`src/rtl/emif_pkg.sv`:
```
package emif_pkg;

  localparam int NZONE = 8;
  localparam int NCS   = 3;
  localparam int ZW    = $clog2(NZONE);

  typedef enum logic [2:0] {
    ST_IDLE,
    ST_LEAD,
    ST_ACT,
    ST_TRAIL,
    ST_HOLD
  } bus_st_e;

  // Select index per zone; NCS marks a zone with no external path.
  function automatic logic [1:0] zone_sel(input logic [ZW-1:0] z);
    case (z)
      3'd0, 3'd1: zone_sel = 2'd0;
      3'd2:       zone_sel = 2'd1;
      3'd6, 3'd7: zone_sel = 2'd2;
      default:    zone_sel = 2'(NCS);
    endcase
  endfunction

endpackage

```
`src/rtl/emif_rdy_sync.sv`:
```
module emif_rdy_sync #(
  parameter int STAGES = 2
) (
  input  logic clk,
  input  logic rst_n,
  input  logic d,
  output logic q
);
  logic [STAGES-1:0] chain_q;

  always_ff @(posedge clk or negedge rst_n) begin
    if (!rst_n) chain_q <= '0;
    else        chain_q <= {chain_q[STAGES-2:0], d};
  end

  assign q = chain_q[STAGES-1];
endmodule

```
`src/rtl/emif_clkdiv.sv`:
```
module emif_clkdiv (
  input  logic       clk,
  input  logic       rst_n,
  input  logic [1:0] div_sel,
  input  logic       off,
  output logic       clk_out
);
  logic [1:0] cnt_q;

  always_ff @(posedge clk or negedge rst_n) begin
    if (!rst_n) cnt_q <= '0;
    else        cnt_q <= cnt_q + 2'd1;
  end

  always_comb begin
    if (off)                 clk_out = 1'b0;
    else if (div_sel == 2'd0) clk_out = clk;
    else if (div_sel == 2'd1) clk_out = cnt_q[0];
    else                     clk_out = cnt_q[1];
  end
endmodule

```
`src/rtl/emif_seq.sv`:
```
module emif_seq
  import emif_pkg::*;
#(
  parameter int ADDR_W = 16,
  parameter int DATA_W = 16,
  parameter int CNT_W  = 4
) (
  input  logic                   clk,
  input  logic                   rst_n,
  input  logic                   mode_pin,
  input  logic [NZONE*CNT_W-1:0] cfg_lead,
  input  logic [NZONE*CNT_W-1:0] cfg_active,
  input  logic [NZONE*CNT_W-1:0] cfg_trail,
  input  logic [NZONE-1:0]       cfg_rdy_use,
  input  logic [NZONE-1:0]       cfg_rdy_async,
  input  logic                   cfg_z7_wr,
  input  logic                   cfg_z7_val,
  input  logic                   req_valid,
  input  logic                   req_write,
  input  logic [ADDR_W-1:0]      req_addr,
  input  logic [DATA_W-1:0]      req_wdata,
  output logic                   req_ready,
  output logic                   rsp_valid,
  output logic [DATA_W-1:0]      rsp_rdata,
  input  logic                   rdy_raw,
  input  logic                   rdy_sync,
  input  logic [DATA_W-1:0]      ext_rdata,
  output logic [ADDR_W-1:0]      ext_addr,
  output logic [DATA_W-1:0]      ext_wdata,
  output logic [NCS-1:0]         cs_n,
  output logic                   rd_n,
  output logic                   wr_n,
  output logic                   rnw,
  output logic                   bus_oe,
  output logic                   data_oe,
  input  logic                   hold_req_n,
  output logic                   hold_ack_n
);
  bus_st_e             st_q, st_d;
  logic [CNT_W-1:0]    cnt_q, cnt_d;
  logic [ZW-1:0]       zone_q, zone_d;
  logic                wr_q, wr_d;
  logic [ADDR_W-1:0]   addr_q, addr_d;
  logic [DATA_W-1:0]   wdata_q, wdata_d;
  logic [DATA_W-1:0]   rdata_q, rdata_d;
  logic                rsp_q, rsp_d;
  logic                z7_q, z7_d;
  logic                init_q;

  logic [ZW-1:0]    req_zone;
  logic [CNT_W-1:0] lead_sel, act_sel, trail_sel;
  logic [CNT_W-1:0] lead_m1, act_m1;
  logic             req_mapped, rdy_ok, in_cyc;
  logic [1:0]       sel_idx;

  assign req_zone   = req_addr[ADDR_W-1 -: ZW];
  assign lead_sel   = cfg_lead[req_zone*CNT_W +: CNT_W];
  assign act_sel    = cfg_active[zone_q*CNT_W +: CNT_W];
  assign trail_sel  = cfg_trail[zone_q*CNT_W +: CNT_W];
  assign lead_m1    = (lead_sel == '0) ? '0 : lead_sel - 1'b1;
  assign act_m1     = (act_sel == '0) ? '0 : act_sel - 1'b1;
  assign req_mapped = (zone_sel(req_zone) != 2'(NCS)) &&
                      ((req_zone != ZW'(NZONE-1)) || z7_q);
  assign rdy_ok     = !cfg_rdy_use[zone_q] ||
                      (cfg_rdy_async[zone_q] ? rdy_sync : rdy_raw);

  // Zone-7 enable: pin value on the first edge after reset, software after.
  assign z7_d = !init_q ? mode_pin : (cfg_z7_wr ? cfg_z7_val : z7_q);

  always_comb begin
    st_d    = st_q;
    cnt_d   = cnt_q;
    zone_d  = zone_q;
    wr_d    = wr_q;
    addr_d  = addr_q;
    wdata_d = wdata_q;
    rdata_d = rdata_q;
    rsp_d   = 1'b0;
    case (st_q)
      ST_IDLE: begin
        if (req_valid) begin
          zone_d  = req_zone;
          wr_d    = req_write;
          addr_d  = req_addr;
          wdata_d = req_wdata;
          if (req_mapped) begin
            st_d  = ST_LEAD;
            cnt_d = lead_m1;
          end else begin
            rsp_d = 1'b1;
            if (!req_write) rdata_d = '0;
          end
        end else if (!hold_req_n) begin
          st_d = ST_HOLD;
        end
      end
      ST_LEAD: begin
        if (cnt_q == '0) begin
          st_d  = ST_ACT;
          cnt_d = act_m1;
        end else begin
          cnt_d = cnt_q - 1'b1;
        end
      end
      ST_ACT: begin
        if (cnt_q != '0) begin
          cnt_d = cnt_q - 1'b1;
        end else if (rdy_ok) begin
          if (!wr_q) rdata_d = ext_rdata;
          if (trail_sel == '0) begin
            st_d  = ST_IDLE;
            rsp_d = 1'b1;
          end else begin
            st_d  = ST_TRAIL;
            cnt_d = trail_sel - 1'b1;
          end
        end
      end
      ST_TRAIL: begin
        if (cnt_q == '0) begin
          st_d  = ST_IDLE;
          rsp_d = 1'b1;
        end else begin
          cnt_d = cnt_q - 1'b1;
        end
      end
      ST_HOLD: begin
        if (hold_req_n) st_d = ST_IDLE;
      end
      default: st_d = ST_IDLE;
    endcase
  end

  always_ff @(posedge clk or negedge rst_n) begin
    if (!rst_n) begin
      st_q    <= ST_IDLE;
      cnt_q   <= '0;
      zone_q  <= '0;
      wr_q    <= 1'b0;
      addr_q  <= '0;
      wdata_q <= '0;
      rdata_q <= '0;
      rsp_q   <= 1'b0;
      z7_q    <= 1'b0;
      init_q  <= 1'b0;
    end else begin
      st_q    <= st_d;
      cnt_q   <= cnt_d;
      zone_q  <= zone_d;
      wr_q    <= wr_d;
      addr_q  <= addr_d;
      wdata_q <= wdata_d;
      rdata_q <= rdata_d;
      rsp_q   <= rsp_d;
      z7_q    <= z7_d;
      init_q  <= 1'b1;
    end
  end

  assign in_cyc  = (st_q == ST_LEAD) || (st_q == ST_ACT);
  assign sel_idx = zone_sel(zone_q);

  for (genvar g = 0; g < NCS; g++) begin : g_cs
    assign cs_n[g] = !(in_cyc && (sel_idx == 2'(g)));
  end

  assign rd_n       = !((st_q == ST_ACT) && !wr_q);
  assign wr_n       = !((st_q == ST_ACT) && wr_q);
  assign rnw        = !(in_cyc && wr_q);
  assign data_oe    = wr_q && (in_cyc || (st_q == ST_TRAIL));
  assign bus_oe     = (st_q != ST_HOLD);
  assign hold_ack_n = (st_q != ST_HOLD);
  assign req_ready  = (st_q == ST_IDLE);
  assign rsp_valid  = rsp_q;
  assign rsp_rdata  = rdata_q;
  assign ext_addr   = addr_q;
  assign ext_wdata  = wdata_q;
endmodule

```
`src/rtl/emif_zone_ctrl.sv`:
```
module emif_zone_ctrl
  import emif_pkg::*;
#(
  parameter int ADDR_W = 16,
  parameter int DATA_W = 16,
  parameter int CNT_W  = 4
) (
  input  logic                   clk,
  input  logic                   rst_n,
  input  logic                   mode_pin,
  input  logic [NZONE*CNT_W-1:0] cfg_lead,
  input  logic [NZONE*CNT_W-1:0] cfg_active,
  input  logic [NZONE*CNT_W-1:0] cfg_trail,
  input  logic [NZONE-1:0]       cfg_rdy_use,
  input  logic [NZONE-1:0]       cfg_rdy_async,
  input  logic [1:0]             cfg_clk_div,
  input  logic                   cfg_clk_off,
  input  logic                   cfg_z7_wr,
  input  logic                   cfg_z7_val,
  input  logic                   req_valid,
  input  logic                   req_write,
  input  logic [ADDR_W-1:0]      req_addr,
  input  logic [DATA_W-1:0]      req_wdata,
  output logic                   req_ready,
  output logic                   rsp_valid,
  output logic [DATA_W-1:0]      rsp_rdata,
  output logic [ADDR_W-1:0]      ext_addr,
  output logic [DATA_W-1:0]      ext_wdata,
  input  logic [DATA_W-1:0]      ext_rdata,
  input  logic                   ext_ready,
  output logic [NCS-1:0]         cs_n,
  output logic                   rd_n,
  output logic                   wr_n,
  output logic                   rnw,
  output logic                   bus_oe,
  output logic                   data_oe,
  input  logic                   hold_req_n,
  output logic                   hold_ack_n,
  output logic                   clk_out
);
  logic rdy_synced;

  emif_rdy_sync #(.STAGES(2)) u_sync (
    .clk   (clk),
    .rst_n (rst_n),
    .d     (ext_ready),
    .q     (rdy_synced)
  );

  emif_clkdiv u_div (
    .clk     (clk),
    .rst_n   (rst_n),
    .div_sel (cfg_clk_div),
    .off     (cfg_clk_off),
    .clk_out (clk_out)
  );

  emif_seq #(.ADDR_W(ADDR_W), .DATA_W(DATA_W), .CNT_W(CNT_W)) u_seq (
    .clk           (clk),
    .rst_n         (rst_n),
    .mode_pin      (mode_pin),
    .cfg_lead      (cfg_lead),
    .cfg_active    (cfg_active),
    .cfg_trail     (cfg_trail),
    .cfg_rdy_use   (cfg_rdy_use),
    .cfg_rdy_async (cfg_rdy_async),
    .cfg_z7_wr     (cfg_z7_wr),
    .cfg_z7_val    (cfg_z7_val),
    .req_valid     (req_valid),
    .req_write     (req_write),
    .req_addr      (req_addr),
    .req_wdata     (req_wdata),
    .req_ready     (req_ready),
    .rsp_valid     (rsp_valid),
    .rsp_rdata     (rsp_rdata),
    .rdy_raw       (ext_ready),
    .rdy_sync      (rdy_synced),
    .ext_rdata     (ext_rdata),
    .ext_addr      (ext_addr),
    .ext_wdata     (ext_wdata),
    .cs_n          (cs_n),
    .rd_n          (rd_n),
    .wr_n          (wr_n),
    .rnw           (rnw),
    .bus_oe        (bus_oe),
    .data_oe       (data_oe),
    .hold_req_n    (hold_req_n),
    .hold_ack_n    (hold_ack_n)
  );
endmodule

```
`config.mk`:
```
export PLATFORM = sky130hd
export DESIGN_NAME = emif_zone_ctrl
export DESIGN_NICKNAME = d
export VERILOG_FILES = /design/src/rtl/emif_pkg.sv /design/src/rtl/emif_rdy_sync.sv /design/src/rtl/emif_clkdiv.sv /design/src/rtl/emif_seq.sv /design/src/rtl/emif_zone_ctrl.sv
export SDC_FILE = /design/constraint.sdc
export NUM_CORES = 1
export LEC_CHECK = 0
export ABC_AREA = 0
export BUFFER_PORTS_ARGS = -buffer_cell sky130_fd_sc_hd__buf_4
export CORE_UTILIZATION = 42
export CTS_CLUSTER_DIAMETER = 200
export CTS_CLUSTER_SIZE = 8
export DETAILED_ROUTE_END_ITERATION = 12
export PLACE_DENSITY = 0.89
export SYNTH_ARGS = -nofsm -noshare
export SYNTH_HDL_FRONTEND = slang
export SYNTH_HIERARCHICAL = 1
export SYNTH_SLANG_ARGS = --single-unit
```
`constraint.sdc`:
```
create_clock -name clk -period 4.1 [get_ports clk]
set_input_delay 1.23 -clock clk [delete_from_list [all_inputs] [get_ports clk]]
set_output_delay 1.23 -clock clk [all_outputs]
set_load 0.02 [all_outputs]
```
* Yosys cells after proc, flatten, opt, wreduce, memory -nomap -nowiden *
Index checks and enable logic that the tools add are counted.

word-level totals
  word-level logic and storage cells = 141
  RAM bits = 0
  latch bits = 0
  memories = 0
  input port bits = 172
  bits in registers = 66
  ROM bits = 0

cells by class
  $mul = 0
  equal/unequal tests = 34
  multiplexer cells = 46
  add/subtract/negate cells = 5
  divide/modulo/power cells = 0
  magnitude comparators = 1
  bitwise gates (word level) = 0
  reduce and logical (&&, ||, !) cells = 40
  shift-type cells = 3

operator list
  kind                                              number
  two-way mux 16 bit                                6
  indexed part select 32 x 6 -> 4 bit               3
  two-way mux 4 bit                                 9
  one-hot mux 16 bit (2 select lines)               1
  two-way mux 3 bit                                 8
  != test 2 bit, second input constant              9
  zero test 4 bit                                   4
  one-hot mux 4 bit (4 select lines)                1
  subtractor 4 x 1 -> 4 bit, second input constant  4
  == test 3 bit, second input constant              5
  one-hot mux 3 bit (5 select lines)                1
  two-way mux 1 bit                                 14
  AND reduction 7 bit                               2
  == test 3 x 2 -> 1 bit, second input constant     4
  one-hot mux 2 bit (3 select lines)                2
  == test 3 x 1 -> 1 bit, second input constant     3
  zero test 3 bit                                   3
  != test 3 bit, second input constant              3
  logical AND 1 bit                                 8
  zero test 1 bit                                   8
  != test 2 x 1 -> 1 bit, second input constant     4
  nonzero test 4 bit                                2
  OR reduction 2 bit                                4
  binary-select mux 1 bit (select 3 bit)            2
  13 further kinds                                  19

* Longest topological paths before layout *
  depth after elaboration = 8
  mapped depth = 12
  depth with buffers taken out = 9

* By module *
Netlist, hierarchy kept.

by module, submodules not included
  module         times used  area an instance (um^2)  cells an instance
  emif_seq       1           3900.0                   352
  emif_clkdiv    1           95.1                     8
  emif_rdy_sync  1           50.0                     2

==> out/metrics.yaml <==
timing:
  fin_skew_ps: 5.59
  finalSetupViolCount: 0
  tns_ps: 0
  tightest_slew_ps: 786
  finalMaxSlewViolations: 0
  rsz0062_at_grt: "false"
  timing.slew.headroom: 0.476
  fin_ws_ps: 192
  final-hold-violation-count: 0
floorplan:
  fp.dieH_microns: 100
  die_area_sq_mm: 0.0100
  fp-row-count: 35
  core-area_sq_mm: 0.00928
  ios: 232
  die_w_microns: 100
  initial_utilization: 0.436
logic_synthesis:
  syn_area_per_cell_sq_um: 11.2
  seq_area_frac_synth: 0.390
  ys_ff_latch: 63
  ys_warn_count: 6
  yosysTopAreaCellShare: 0.390
  synth_area_leaders: "dfrtp_1, mux4_2, mux2_2"
  yosysTopAreaCell: "dfrtp_1"
  synth_area_sq_mm: 0.00405
  post-synth-top-count-cell: "dfrtp_1"
  ys_types: 61
  synth-edff-count: 0
  async_flop_share: 1.00
  syn_inst: 362
  ys_top_cells_by_count: "dfrtp_1, mux2_2, inv_1"
  syn_nets: 539
  synthFlopType: "dfrtp_1"
worst_setup_path:
  cp_cell_sequence: "clkbuf_8 -> clkbuf_8 -> mux2i_1 -> a211oi_2 -> buf_4"
  path_max_fanout: 2
  endpoint_kind: "output pin"
  crit_top_cell: "clkbuf_8"
  cp_data_required_time_ps: 2870
  worst-r2r-cell-count: 6
  crit_type: "clock port to output pin"
  crit_path_start_kind: "clock port"
  crit_arrival_ps: 2680
  slowest_stage: "mux2i_1"
  crit_path_max_incr_delay_ps: 160
global_routing:
  grt_usage: 0.243
  antenna_found_initial: 0
  first_global_vias: 4013
  gr-total-overflow: 0
  grt_max_degree: 64
  grt_pass1_wl_microns: 18900
drt:
  first_iter_violations: 147
  firstDrtPassIters: 4
  wl_microns: 12000
  drc: 0
  post_drt_wl_per_cell_microns: 16.6
  vias: 3857
  via_per_inst: 5.32
  antenna_left: 0
clocking:
  post_cts_buffers: 0
  cts_tree: "yes"
  clkTransAtPathRegs_ps: 70
  hold_buffers: 0
  worstSkewPairLatency_ps: 440
  cts-resized-gates: 0
hold_path:
  whs_path_depth: 0
  hp-class: "flop to flop"
power_and_ir_drop:
  total_power_mw: 4.38
  power_density_mw_per_mm2: 717
  peakVddDrop_uv: 541
  power.leakage_nw: 2.90
layout:
  nets: 768
  post-route-util: 0.659
  area_growth_syn_to_layout_pct: 51.2
  diodes: 0
  layout-drive-gt1-share: 0.562
placed_design:
  io_buffer_count: 231
  hpwlAfterDp_microns: 9260
  dp_slack_ps: 451
  gp_congestion: 0.889
status:
  status: "finished clean"
job:
  maxCapViolations: 0
## state kept, by name, indices dropped and copies added (netlist names)
| signal | flops |
|---|---|
| u_seq/wr_q | 1 |
| u_seq/zone_q | 3 |
| u_seq/rsp_valid | 1 |
| u_div/cnt_q | 2 |
| u_seq/rsp_rdata | 16 |
| u_seq/init_q | 1 |
| u_seq/z7_q | 1 |
| u_seq/ext_addr | 13 |
| u_seq/ext_wdata | 16 |
| u_seq/cnt_q | 4 |
| u_sync/chain_q | 2 |
| u_seq/st_q | 3 |
## stage by stage
stage / std cells / area, sq um / hold slack [ps]
5_1_grt: 725 / 6110 / 372
6_report: 725 / 6110 / 356
3_5_place_dp: 706 / 5870 / 342
3_3_place_gp: 706 / 5870 / 334
4_1_cts: 725 / 6110 / 360
2_1_floorplan: 362 / 4050 / 331
## worst paths after layout
check,start,endpoint,slack [ps]
setup / recovery,clk,clk_out,190
hold / removal,u_sync/chain_q[0]$_DFF_PN0_,u_sync/chain_q[1]$_DFF_PN0_,360
setup reg to reg,u_seq/zone_q[0]$_DFFE_PN0P_,u_seq/rsp_rdata[13]$_DFFE_PN0P_,950
hold reg to reg,u_sync/chain_q[0]$_DFF_PN0_,u_sync/chain_q[1]$_DFF_PN0_,360
max in group asynchronous,rst_n,u_seq/rsp_rdata[2]$_DFFE_PN0P_,2710
min in group asynchronous,rst_n,u_seq/ext_wdata[12]$_DFFE_PN0P_,870
## critical path, delay by kind of cell
| family | cells | cell delay [ps] |
|---|---|---|
| mux | 1 | 160 |
| buf+inv | 3 | 390 |
| compound gates | 1 | 90 |
## metal layers
metal  track usage  part of all wire
met1         0.281              0.38
met2         0.433              0.51
met3        0.0738             0.092
met4        0.0736             0.018
met5             0                 0
## report_power, final
group | leakage, nW | internal (mW) | switching, mW
Sequential | 0.769 | 0.905 | 0.256
Combinational | 2.00 | 1.26 | 1.33
Clock | 0.126 | 0.363 | 0.265
## logic make-up after synthesis
family	count (synthesis)	synth area share
xor gates and xnor gates	4	0.00866
DFF	63	0.390
AOI/OAI and AO/OA	69	0.127
adders and majority gates	6	0.0179
and+or+nand+nor	86	0.120
buffers and inverters	52	0.0581
other	1	0.000927
muxes	81	0.277
## cells in the final DEF, fill, tap and decap left out, drive strengths merged, types with 10 or more instances in the layout
cell / Yosys / final
buf: 11 / 240
clkbuf: 14 / 14
dfrtp: 63 / 63
inv: 27 / 27
mux2: 39 / 39
mux2i: 22 / 22
mux4: 20 / 20
nand2: 15 / 15
nand3: 10 / 10
nand4: 16 / 16
nor2: 10 / 10
o21ai: 23 / 23
## area by class of cell
cell class / count / area (sq um)
Timing Repair Buffer: 239 / 1790
Sequential cell: 63 / 1580
Inverter: 27 / 101
Clock buffer: 15 / 190
Clock inverter: 5 / 57.6
Fill cell: 728 / 3170
Multi-Input combinational cell: 247 / 2230
Tap cell: 129 / 161
Note: power is estimated with default switching activity, not from simulation.
